### src/rtl/twm_pkg.sv
package twm_pkg;

    // One history position: whether it has been observed, and its level.
    typedef struct packed {
        logic seen;
        logic val;
    } slot_t;

    typedef enum logic [0:0] {
        FILL = 1'b0,
        LIVE = 1'b1
    } fill_state_e;

    // Bit offset of the care flag for literal (delay d, input i).
    function automatic int care_bit(input int d, input int i, input int n_in);
        return 2 * (d * n_in + i) + 1;
    endfunction

    // Bit offset of the required level for literal (delay d, input i).
    function automatic int pol_bit(input int d, input int i, input int n_in);
        return 2 * (d * n_in + i);
    endfunction

endpackage

### src/rtl/twm_history.sv
module twm_history
    import twm_pkg::*;
#(
    parameter int NUM_IN = 2,
    parameter int DEPTH  = 2
) (
    input  logic                           clk,
    input  logic                           rst,
    input  logic [NUM_IN-1:0]              cur,
    output slot_t [DEPTH:0][NUM_IN-1:0]    win
);

    // Delay 0 is always the live input and is always known.
    for (genvar i = 0; i < NUM_IN; i++) begin : g_now
        assign win[0][i] = '{seen: 1'b1, val: cur[i]};
    end

    if (DEPTH > 0) begin : g_store
        slot_t [DEPTH:1][NUM_IN-1:0] hist_q;

        always_ff @(posedge clk) begin
            if (rst) begin
                for (int k = 1; k <= DEPTH; k++) begin
                    for (int i = 0; i < NUM_IN; i++) begin
                        hist_q[k][i] <= '{seen: 1'b0, val: 1'b0};
                    end
                end
            end else begin
                hist_q[1] <= win[0];
                for (int k = 2; k <= DEPTH; k++) begin
                    hist_q[k] <= hist_q[k-1];
                end
            end
        end

        for (genvar k = 1; k <= DEPTH; k++) begin : g_out
            assign win[k] = hist_q[k];
        end

        for (genvar i = 0; i < NUM_IN; i++) begin : g_chk
            // the first slot records the previous input
            a_r3_head_records: assert property (@(posedge clk) disable iff (rst)
                !$past(rst) |-> (hist_q[1][i].seen && hist_q[1][i].val == $past(cur[i])));
            // reset leaves the first slot unknown
            a_r2_reset_unknown: assert property (@(posedge clk) disable iff (rst)
                $past(rst) |-> !hist_q[1][i].seen);
        end
    end

endmodule

### src/rtl/twm_fill_fsm.sv
module twm_fill_fsm
    import twm_pkg::*;
#(
    parameter int DEPTH = 2
) (
    input  logic clk,
    input  logic rst,
    output logic full
);

    if (DEPTH == 0) begin : g_none
        assign full = 1'b1;
    end else begin : g_fsm
        localparam int CW = (DEPTH < 2) ? 1 : $clog2(DEPTH);
        localparam logic [CW-1:0] LAST = CW'(DEPTH - 1);

        fill_state_e state_q, state_d;
        logic [CW-1:0] cnt_q, cnt_d;

        always_ff @(posedge clk) begin
            if (rst) begin
                state_q <= FILL;
                cnt_q   <= '0;
            end else begin
                state_q <= state_d;
                cnt_q   <= cnt_d;
            end
        end

        always_comb begin
            state_d = state_q;
            cnt_d   = cnt_q;
            unique case (state_q)
                FILL: begin
                    if (cnt_q == LAST) begin
                        state_d = LIVE;
                    end else begin
                        cnt_d = cnt_q + 1'b1;
                    end
                end
                LIVE: begin
                    state_d = LIVE;
                end
                default: state_d = FILL;
            endcase
        end

        always_comb begin
            unique case (state_q)
                FILL:    full = 1'b0;
                LIVE:    full = 1'b1;
                default: full = 1'b0;
            endcase
        end

        // once live, the window stays full until reset
        a_r4_live_sticky: assert property (@(posedge clk) disable iff (rst)
            (state_q == LIVE) |=> (state_q == LIVE));
        // the counter never runs past the window length
        a_r4_cnt_bound: assert property (@(posedge clk) disable iff (rst)
            cnt_q <= LAST);
    end

endmodule

### src/rtl/twm_match.sv
module twm_match
    import twm_pkg::*;
#(
    parameter int                          NUM_IN  = 2,
    parameter int                          DEPTH   = 2,
    parameter logic [2*NUM_IN*(DEPTH+1)-1:0] PATTERN = '0
) (
    input  slot_t [DEPTH:0][NUM_IN-1:0] win,
    output logic                        match
);

    localparam int LITS = NUM_IN * (DEPTH + 1);

    logic [LITS-1:0] lit_ok;

    for (genvar d = 0; d <= DEPTH; d++) begin : g_delay
        for (genvar i = 0; i < NUM_IN; i++) begin : g_in
            localparam logic CARE = PATTERN[care_bit(d, i, NUM_IN)];
            localparam logic POL  = PATTERN[pol_bit(d, i, NUM_IN)];
            // An unknown slot fails a cared literal; a don't-care literal passes.
            assign lit_ok[d*NUM_IN + i] =
                !CARE || (win[d][i].seen && (win[d][i].val == POL));
        end
    end

    assign match = &lit_ok;

endmodule

### src/rtl/temporal_window_monitor.sv
module temporal_window_monitor
    import twm_pkg::*;
#(
    parameter int                          NUM_IN  = 2,
    parameter int                          DEPTH   = 2,
    parameter logic [2*NUM_IN*(DEPTH+1)-1:0] PATTERN = 12'b00_10_11_11_10_00
) (
    input  logic              clk,
    input  logic              rst,
    input  logic [NUM_IN-1:0] sig_in,
    output logic              hit
);

    slot_t [DEPTH:0][NUM_IN-1:0] win;
    logic                        full;
    logic                        match;

    twm_history #(
        .NUM_IN (NUM_IN),
        .DEPTH  (DEPTH)
    ) u_history (
        .clk (clk),
        .rst (rst),
        .cur (sig_in),
        .win (win)
    );

    twm_fill_fsm #(
        .DEPTH (DEPTH)
    ) u_fill (
        .clk  (clk),
        .rst  (rst),
        .full (full)
    );

    twm_match #(
        .NUM_IN  (NUM_IN),
        .DEPTH   (DEPTH),
        .PATTERN (PATTERN)
    ) u_match (
        .win   (win),
        .match (match)
    );

    assign hit = full && match;

    if (DEPTH > 0) begin : g_chk
        logic [NUM_IN-1:0] oldest_seen;
        for (genvar i = 0; i < NUM_IN; i++) begin : g_old
            assign oldest_seen[i] = win[DEPTH][i].seen;
        end

        // the first cycle after reset never reports a hit
        a_r4_quiet_after_reset: assert property (@(posedge clk) disable iff (rst)
            $past(rst) |-> !hit);
        // the controller declares the window full only when the oldest slots are known
        a_r9_full_means_seen: assert property (@(posedge clk) disable iff (rst)
            full |-> (&oldest_seen));
        // a hit never coexists with an unobserved oldest slot
        a_r9_unknown_blocks: assert property (@(posedge clk) disable iff (rst)
            !(&oldest_seen) |-> !hit);
    end

endmodule

### config.mk
export PLATFORM = sky130hd
export DESIGN_NAME = temporal_window_monitor
export DESIGN_NICKNAME = d
export VERILOG_FILES = /design/src/rtl/twm_pkg.sv /design/src/rtl/twm_history.sv /design/src/rtl/twm_fill_fsm.sv /design/src/rtl/twm_match.sv /design/src/rtl/temporal_window_monitor.sv
export SDC_FILE = /design/constraint.sdc
export NUM_CORES = 1
export LEC_CHECK = 0
export CELL_PAD_IN_SITES_DETAIL_PLACEMENT = 0
export CELL_PAD_IN_SITES_GLOBAL_PLACEMENT = 1
export CORE_AREA = 2 2 39 41
export DETAILED_ROUTE_END_ITERATION = 16
export DIE_AREA = 0 0 41 43
export PLACE_DENSITY = 0.56
export SLEW_MARGIN = 20
export SYNTH_ARGS = -nofsm -noshare
export SYNTH_HDL_FRONTEND = slang
export SYNTH_HIERARCHICAL = 1
export SYNTH_SLANG_ARGS = --single-unit
### constraint.sdc
create_clock -name clk -period 1.6 [get_ports clk]
set_input_delay 0.16 -clock clk [delete_from_list [all_inputs] [get_ports clk]]
set_output_delay 0.16 -clock clk [all_outputs]
set_load 0.03 [all_outputs]
==> out/metrics.csv <==
metric,value,unit
status,completed,
max-vdd-ir-drop,0.248,mV
rsz0062_at_grt,false,
antenna_found_initial,0,
cap_viol_max_count,0,
num_antenna_cells,0,
die_width,41,um
hp-class,flip-flop to flip-flop,
fillers,153,
grt_pass1_wl,558,um
core_area,0.00138,sq mm
clock_latency,0.25,ns
gp_congestion,0.585,
post_drt_wl_per_cell,7.78,um
critPathArrivalTime,1.16,ns
cp-start-kind,input pin,
clkSlewWorstSetupHoldPaths,0.05,ns
drc,0,
syn-cell-area,243,sq um
setup_viol,0,
final_hold_viol_count,0,
cp.required,1.44,ns
vias_per_cell,3.53,
slew_viol_final,0,
die_h,43,um
htree_levels,1,
avgSynthCellArea,10.1,sq um
clock_path_buffers,2,
postCtsHoldBufs,0,
setup_ws,0.278,ns
syn2layout_area_growth,25.3,%
p_per_area,1220,mW/mm^2
grt_pass1_vias,138,
clockRootBuffer,clkbuf_4,
layout-drive-gt1-share,17.2,%
syn_inst,24,
cts_setup_buffers,0,
crit_type,input pin to output port,
fin_nets,34,
ios,5,
fin_crit_sh,82.6,%
routed_wl,350,um
cellLeakagePower,0.123,nW
fin_setup_tns,0,ns
cts_sinks,7,
syn_nets,28,
grt_max_degree,8,
overflow,0,
yosys_warnings,6,
finalCriticalPeriod,1.32,ns
ant_nets,0,
drtPass1Iterations,1,
dp_hpwl,242,um
dieArea,0.00176,sq mm
endpoint_kind,output port,
cts_tree,built,
cts_buffers,3,
placement.io_buffers,4,
ctsResizeCount,0,
initial_core_util,17.5,%
finClkSkew,0.00503,ns
worstPathMaxFanout,2,
pre_cts_ws,0.294,ns
max_freq,757,MHz
vias,159,
drt_iter0_markers,0,
row_count,14,
grt_usage,5.44,%
==> power by group <==
part,switching [mW],leakage [nW],total [mW],internal (mW)
clock,0.0649,0.0150,0.160,0.0952
combinational,0.00756,0.0495,0.0198,0.0122
sequential,0.00490,0.0585,0.190,0.185
total,0.0773,0.123,0.370,0.292
==> flip-flops by register name, indices dropped and copies added (netlist names) <==
name / cells
u_fill/g_fsm.state_q: 1
u_history/win: 5
u_fill/g_fsm.cnt_q: 1
==> metrics by stage <==
step / hold slack [ns] / instances / instance area [sq um] / util, % / power (mW)
6_report: 0.453 / 45 / 304 / 22.0 / 0.370
5_1_grt: 0.460 / 45 / 304 / 22.0 / 0.395
4_1_cts: 0.452 / 45 / 304 / 22.0 / 0.378
3_5_place_dp: 0.445 / 41 / 278 / 20.1 / 0.214
3_3_place_gp: 0.442 / 41 / 278 / 20.1 / 0.212
2_1_floorplan: 0.217 / 24 / 243 / - / 0.207
==> metal layers <==
metal,routed length (um),GRT usage (%)
met5,0,0
met4,0,8.00
met3,23,3.14
met2,147,4.38
met1,180,7.17
==> cells in the final DEF (no fill, tap or decap), drive strengths merged <==
cell           count
clkbuf             4
inv                2
nand4b             2
dfxtp              7
a21oi              1
nor2               3
nor2b              4
and2               1
clkdlybuf4s50      3
conb               1
buf                1
==> worst max-delay path, cell delays in order <==
cell	delay, ns
clkdlybuf4s50_1	0.43
nand4b_1	0.18
nor2_1	0.11
and2_1	0.14
buf_4	0.15
==> area by class of cell <==
class | count | area, sq um | share of cell area (%)
Clock buffer | 4 | 26.3 | 8.64
Inverter | 2 | 7.51 | 2.47
Multi-Input combinational cell | 12 | 72.6 | 23.9
Sequential cell | 7 | 140 | 46.1
Tap cell | 16 | 20.0 | 6.58
Timing Repair Buffer | 4 | 37.5 | 12.3
==> path summary, 6_finish.rpt <==
path | slack (ns) | from | cells past startpoint | to
setup / recovery | 0.28 | sig_in[1] | 5 | hit
setup reg to reg | 1.02 | u_fill/g_fsm.state_q | 2 | u_fill/g_fsm.state_q
hold / removal | 0.45 | u_fill/g_fsm.cnt_q | 2 | u_fill/g_fsm.cnt_q
hold reg to reg | 0.45 | u_fill/g_fsm.cnt_q | 2 | u_fill/g_fsm.cnt_q
Note: power is estimated with default switching activity, not from simulation.
